--- src/rtl/uart9_rx_pkg.sv ---
package uart9_rx_pkg;

  typedef enum logic [1:0] {
    RX_IDLE,
    RX_START,
    RX_BITS,
    RX_STOP
  } rx_state_e;

  // Majority of three samples
  function automatic logic vote3(input logic a, input logic b, input logic c);
    return (a & b) | (a & c) | (b & c);
  endfunction

endpackage

--- src/rtl/uart9_rx_sync.sv ---
module uart9_rx_sync #(
  parameter int STAGES = 2
) (
  input  logic clk,
  input  logic rst_n,
  input  logic din,
  output logic dout
);

  generate
    if (STAGES == 0) begin : g_bypass
      assign dout = din;
    end else begin : g_ff
      logic [STAGES-1:0] q;
      always_ff @(posedge clk or negedge rst_n) begin
        if (!rst_n) begin
          q <= '1;
        end else begin
          q[0] <= din;
          for (int i = 1; i < STAGES; i++) q[i] <= q[i-1];
        end
      end
      assign dout = q[STAGES-1];
    end
  endgenerate

endmodule

--- src/rtl/uart9_rx_framer.sv ---
module uart9_rx_framer
  import uart9_rx_pkg::*;
#(
  parameter int OS = 16,
  parameter int DW = 8
) (
  input  logic          clk,
  input  logic          rst_n,
  input  logic          tick,
  input  logic          rxd,
  input  logic          nine,
  output logic          done,
  output logic [DW-1:0] data,
  output logic          bit9,
  output logic          stop_ok
);

  localparam int CW = $clog2(OS);
  localparam int IW = $clog2(DW + 1);
  localparam logic [CW-1:0] C_PRE  = CW'(OS / 2 - 1);
  localparam logic [CW-1:0] C_MID  = CW'(OS / 2);
  localparam logic [CW-1:0] C_POST = CW'(OS / 2 + 1);
  localparam logic [CW-1:0] C_LAST = CW'(OS - 1);
  localparam logic [IW-1:0] I_END8 = IW'(DW - 1);
  localparam logic [IW-1:0] I_END9 = IW'(DW);

  rx_state_e      st;
  logic [CW-1:0]  cnt;
  logic [IW-1:0]  idx;
  logic [DW:0]    shr;
  logic           s_pre, s_mid;
  logic           bitv;

  assign bitv = vote3(s_pre, s_mid, rxd);

  always_ff @(posedge clk or negedge rst_n) begin
    if (!rst_n) begin
      st      <= RX_IDLE;
      cnt     <= '0;
      idx     <= '0;
      shr     <= '0;
      s_pre   <= 1'b1;
      s_mid   <= 1'b1;
      done    <= 1'b0;
      data    <= '0;
      bit9    <= 1'b0;
      stop_ok <= 1'b1;
    end else begin
      done <= 1'b0;
      if (tick) begin
        unique case (st)
          RX_IDLE: begin
            if (!rxd) begin
              st  <= RX_START;
              cnt <= CW'(1);
            end
          end
          RX_START: begin
            if (cnt == C_MID && rxd) begin
              st <= RX_IDLE;
            end else if (cnt == C_LAST) begin
              st  <= RX_BITS;
              cnt <= '0;
              idx <= '0;
            end else begin
              cnt <= cnt + 1'b1;
            end
          end
          RX_BITS, RX_STOP: begin
            cnt <= cnt + 1'b1;
            if (cnt == C_PRE) s_pre <= rxd;
            if (cnt == C_MID) s_mid <= rxd;
            if (st == RX_STOP) begin
              if (cnt == C_POST) begin
                done    <= 1'b1;
                data    <= shr[DW-1:0];
                bit9    <= nine ? shr[DW] : bitv;
                stop_ok <= bitv;
                st      <= RX_IDLE;
              end
            end else begin
              if (cnt == C_POST) shr[idx] <= bitv;
              if (cnt == C_LAST) begin
                cnt <= '0;
                if (idx == (nine ? I_END9 : I_END8)) st <= RX_STOP;
                else idx <= idx + 1'b1;
              end
            end
          end
          default: st <= RX_IDLE;
        endcase
      end
    end
  end

endmodule

--- src/rtl/uart9_rx_brk.sv ---
module uart9_rx_brk #(
  parameter int OS   = 16,
  parameter int BITS = 11
) (
  input  logic clk,
  input  logic rst_n,
  input  logic tick,
  input  logic rxd,
  output logic evt
);

  localparam int LIM = OS * BITS;
  localparam int BW  = $clog2(LIM + 1);
  localparam logic [BW-1:0] C_LIM = BW'(LIM);
  localparam logic [BW-1:0] C_ARM = BW'(LIM - 1);

  logic [BW-1:0] lows;

  always_ff @(posedge clk or negedge rst_n) begin
    if (!rst_n) begin
      lows <= '0;
      evt  <= 1'b0;
    end else begin
      evt <= 1'b0;
      if (tick) begin
        if (rxd) begin
          lows <= '0;
        end else if (lows != C_LIM) begin
          lows <= lows + 1'b1;
          if (lows == C_ARM) evt <= 1'b1;
        end
      end
    end
  end

endmodule

--- src/rtl/uart9_rx.sv ---
module uart9_rx #(
  parameter int OS          = 16,
  parameter int DW          = 8,
  parameter int BRK_BITS    = 11,
  parameter int SYNC_STAGES = 2
) (
  input  logic          clk,
  input  logic          rst_n,
  input  logic          os_tick,
  input  logic          rxd,
  input  logic [1:0]    mode,
  input  logic          cfg_remap,
  input  logic          brk_rst_en,
  input  logic          clr_ferr,
  input  logic          clr_brk,
  output logic          m_valid,
  input  logic          m_ready,
  output logic [DW-1:0] m_data,
  output logic          m_bit9,
  output logic          rx_done,
  output logic          ferr_flag,
  output logic          brk_flag,
  output logic [1:0]    ctl_view,
  output logic          rst_req
);

  logic          rx_s;
  logic          fr_done;
  logic [DW-1:0] fr_data;
  logic          fr_bit9;
  logic          fr_stop;
  logic          brk_evt;
  logic          accept;

  uart9_rx_sync #(.STAGES(SYNC_STAGES)) u_sync (
    .clk(clk), .rst_n(rst_n), .din(rxd), .dout(rx_s)
  );

  uart9_rx_framer #(.OS(OS), .DW(DW)) u_frm (
    .clk(clk), .rst_n(rst_n), .tick(os_tick), .rxd(rx_s), .nine(mode[1]),
    .done(fr_done), .data(fr_data), .bit9(fr_bit9), .stop_ok(fr_stop)
  );

  uart9_rx_brk #(.OS(OS), .BITS(BRK_BITS)) u_brk (
    .clk(clk), .rst_n(rst_n), .tick(os_tick), .rxd(rx_s), .evt(brk_evt)
  );

  assign accept = fr_done && (!m_valid || m_ready);

  always_ff @(posedge clk or negedge rst_n) begin
    if (!rst_n) begin
      m_valid <= 1'b0;
      m_data  <= '0;
      m_bit9  <= 1'b0;
      rx_done <= 1'b0;
    end else begin
      rx_done <= accept;
      if (accept) begin
        m_valid <= 1'b1;
        m_data  <= fr_data;
        m_bit9  <= fr_bit9;
      end else if (m_ready) begin
        m_valid <= 1'b0;
      end
    end
  end

  always_ff @(posedge clk or negedge rst_n) begin
    if (!rst_n) begin
      ferr_flag <= 1'b0;
      brk_flag  <= 1'b0;
    end else begin
      if (fr_done && !fr_stop) ferr_flag <= 1'b1;
      else if (clr_ferr)       ferr_flag <= 1'b0;
      if (brk_evt)             brk_flag  <= 1'b1;
      else if (clr_brk)        brk_flag  <= 1'b0;
    end
  end

  assign ctl_view = {cfg_remap ? ferr_flag : mode[1], mode[0]};
  assign rst_req  = brk_flag & brk_rst_en;

endmodule

--- config.mk ---
export PLATFORM = sky130hd
export DESIGN_NAME = uart9_rx
export DESIGN_NICKNAME = d
export VERILOG_FILES = /design/src/rtl/uart9_rx_pkg.sv /design/src/rtl/uart9_rx_sync.sv /design/src/rtl/uart9_rx_framer.sv /design/src/rtl/uart9_rx_brk.sv /design/src/rtl/uart9_rx.sv
export SDC_FILE = /design/constraint.sdc
export NUM_CORES = 1
export LEC_CHECK = 0
export CAP_MARGIN = 20
export CORE_MARGIN = 2
export CORE_UTILIZATION = 57
export CTS_BUF_LIST = sky130_fd_sc_hd__clkbuf_16
export DETAILED_ROUTE_END_ITERATION = 10
export PLACE_DENSITY_LB_ADDON = 0.2
export RECOVER_POWER = 25
export SYNTH_ARGS = -nofsm -noshare
export SYNTH_HDL_FRONTEND = slang
export SYNTH_SLANG_ARGS = --single-unit
--- constraint.sdc ---
create_clock -name clk -period 2 [get_ports clk]
set_input_delay 0.2 -clock clk [delete_from_list [all_inputs] [get_ports clk]]
set_output_delay 0.2 -clock clk [all_outputs]
set_load 0.005 [all_outputs]
==> flow_summary.json <==
{
  "p_comb_frac": 0.193,
  "yosys-top-cells-area": "dfrtp_1 (46%), mux2_2 (8.9%), dfstp_2 (4.7%), mux2_4 (4.3%), ha_1 (4.1%)",
  "gp_congestion": 0.8205,
  "rsz0062_at_grt": "false",
  "yosysSeqAreaShare": 0.5077,
  "wirelength_um": 4830,
  "maxCapViolations": 0,
  "min_to": "u_sync.g_ff.q[1]",
  "io_pins": 27,
  "core_um2": 4692,
  "worstRegToRegCells": 6,
  "cts_tree": "yes",
  "relSlewSlack": 0.1944,
  "num_antenna_cells": 0,
  "critPathMaxStageDelay_ns": 0.41,
  "cp_max_fo": 6,
  "drive_above_1_share": 0.2201,
  "synth_seq_cells": 56,
  "fin_ws_ns": 0.2511,
  "fp.dieH_um": 73.75,
  "p_switching_w": 0.0009082,
  "postPlaceCellArea_um2": 3054,
  "insertion_delay_ns": 0.30,
  "antenna_found_initial": 0,
  "seq_power_share": 0.495,
  "tightestPinTransition_ns": 1.208,
  "timing.rr.end": "u_frm.shr[3]",
  "swShare": 0.3160,
  "p_int_w": 0.001966,
  "p_per_area_nw_per_um2": 897.9,
  "cts_buffers": 5,
  "met3WireLength_um": 184,
  "grtUsageTotal": 0.1897,
  "htreeDepth": 2,
  "ys_async_sr_fraction": 1.000,
  "cp-start-kind": "flop",
  "synthDistinctLibCells": 48,
  "cts_sinks": 56,
  "fin_nets": 287,
  "rows": 25,
  "postLayoutCoreUtil": 0.6821,
  "final_cell_mix": "dfrtp_1 (51), nand2_1 (24), mux2_2 (22), clkdlybuf4s50_1 (22), inv_1 (14)",
  "synthCells": 241,
  "grt_pass1_vias": 1687,
  "synthesis.area_um2": 2773,
  "leakage_nw": 1.464,
  "drtIter0Drc": 163,
  "finalPower_w": 0.002874,
  "highest-signal-layer": "met4",
  "via_per_inst": 5.708,
  "wl_met2_um": 2227,
  "hp-start": "u_sync.g_ff.q[0]",
  "start_util": 0.5909,
  "place_hpwl_um": 3301,
  "vdd_drop_max_mv": 0.5413,
  "wire_per_inst_um": 15.00,
  "avgSynthCellArea_um2": 11.50,
  "area_growth_pct": 15.43,
  "drc": 0,
  "synth_top_area_share": 0.4603,
  "crit_type": "flop to flop",
  "mostFrequentLayoutCell": "dfrtp_1",
  "die-area_um2": 5438,
  "grt_max_degree": 57,
  "min_period_over_period": 0.8744,
  "fillers": 353,
  "portBuffers": 24,
  "vias": 1838,
  "finalSetupViolCount": 0,
  "hold_violations": 0,
  "min_path_cells": 0,
  "first_pass_iters": 6,
  "cp-end-kind": "flop",
  "finalMaxSlewViolations": 0,
  "clkSlewWorstSetupHoldPaths_ns": 0.08,
  "period_needed_ns": 1.749,
  "setup_tns_ns": 0,
  "cp_cell_sequence": "inv_1 > ha_1 > nand3b_4 > nor4_4 > nand2_1 > mux2_4",
  "fmax_mhz": 571.8,
  "ys_warn_count": 0,
  "cts_setup_buffers": 0,
  "status": "finished clean",
  "worstReg2RegStart": "u_frm.cnt[1]",
  "required_ns": 2.19,
  "grt_pass1_wl_um": 7845,
  "slowest_stage": "dfrtp_1",
  "wl_met1_um": 2358,
  "ys.flop_type": "dfrtp_1",
  "final_antenna_net_count": 0,
  "ctsRootBufferMaster": "clkbuf_16",
  "synth_edf_count": 0,
  "finish.instance_area_um2": 3201,
  "clock_path_buffers": 2,
  "hold_class": "flop to flop",
  "place_ws_ns": 0.1915,
  "rrSetupSlack_ns": 0.25,
  "syn-num-nets": 261,
  "pwr-share-clk": 0.311,
  "fin_skew_ns": 0.006773,
  "die_width_um": 73.75,
  "grt-ovfl-total": 0,
  "yosys.area.top_type": "dfrtp_1",
  "worstPathArrival_ns": 1.93
}
-- registers in the layout (all words and copies together) (netlist names), 2 cells and up, named ones only --
name / count
u_frm.cnt: 4
u_frm.shr: 9
u_brk.lows: 8
u_frm.idx: 4
m_data: 8
u_sync.g_ff.q: 2
u_frm.data: 8
-- synth_stat cells, drive strengths merged, types with 4 or more instances --
master,number
a21oi,12
nor3,6
o21ai,9
dfstp,5
ha,9
nand3b,4
buf,7
nand3,9
mux2,30
nor2,10
dfrtp,51
a31oi,4
nand2,24
nor4,4
inv,16
nand2b,6
-- worst max-delay path, delay by kind of cell (launching register included) --
family	cells	cell delay [ns]
fa+ha+maj	1	0.20
flops	1	0.41
mux	1	0.32
buf+inv	1	0.09
simple gates	3	0.62
-- worst max-delay path by stage --
| stage | startpoint | end | slack [ns] | depth (start not counted) |
|---|---|---|---|---|
| floorplan | u_frm.cnt[1] | u_frm.data[2] | 0.40 | 6 |
| global placement | os_tick | u_frm.idx[2] | 0.26 | 6 |
| detailed placement | os_tick | u_frm.idx[2] | 0.19 | 6 |
| CTS | u_frm.cnt[1] | u_frm.shr[3] | 0.23 | 6 |
| global route | u_frm.cnt[1] | u_frm.shr[3] | 0.15 | 6 |
| finish | u_frm.cnt[1] | u_frm.shr[3] | 0.25 | 6 |
-- area by class of cell --
type | count | area [um2] | area share
clock buffer | 5 | 125.1 | 0.03909
timing repair buffer | 29 | 272.8 | 0.08522
inverter | 16 | 60.06 | 0.01876
tap | 54 | 67.56 | 0.02111
multi-input combinational | 159 | 1241 | 0.3878
sequential | 56 | 1408 | 0.4398
clock inverter | 3 | 26.28 | 0.008210
-- stage by stage --
stage / cells / hold WS, ns
finish: 322 / 0.3631
global route: 322 / 0.3645
CTS: 322 / 0.3249
detailed placement: 313 / 0.2217
global placement: 313 / 0.2234
floorplan: 241 / -0.09559
-- timing repair --
action,in CTS,in global routing
endpoints found under the hold margin,51,0
gates resized for setup,0,0
hold buffers,1,0
endpoints found under the setup margin,0,0
-- cell families after synthesis --
group	synth area share
AOI/OAI and AO/OA	0.09658
DFF	0.5077
and+or+nand+nor	0.1570
adders and majority gates	0.04422
buffers and inverters	0.04468
xor gates and xnor gates	0.006319
muxes	0.1435
-- metal layers --
layer / GRT usage / up-vias
li1: - / 902
met1: 0.2653 / 891
met2: 0.2877 / 39
met5: 0 / -
met3: 0.04801 / 6
met4: 0.06465 / 0
-- power groups by stage --
stage	clock (W)	sequential (W)	combinational (W)
floorplan	0	0.00134	0.000509
global placement	0	0.00144	0.000549
detailed placement	0	0.00144	0.000562
CTS	0.000919	0.00142	0.000567
global route	0.000965	0.00144	0.000631
finish	0.000895	0.00142	0.000556
Note: power is estimated with default switching activity, not from simulation.
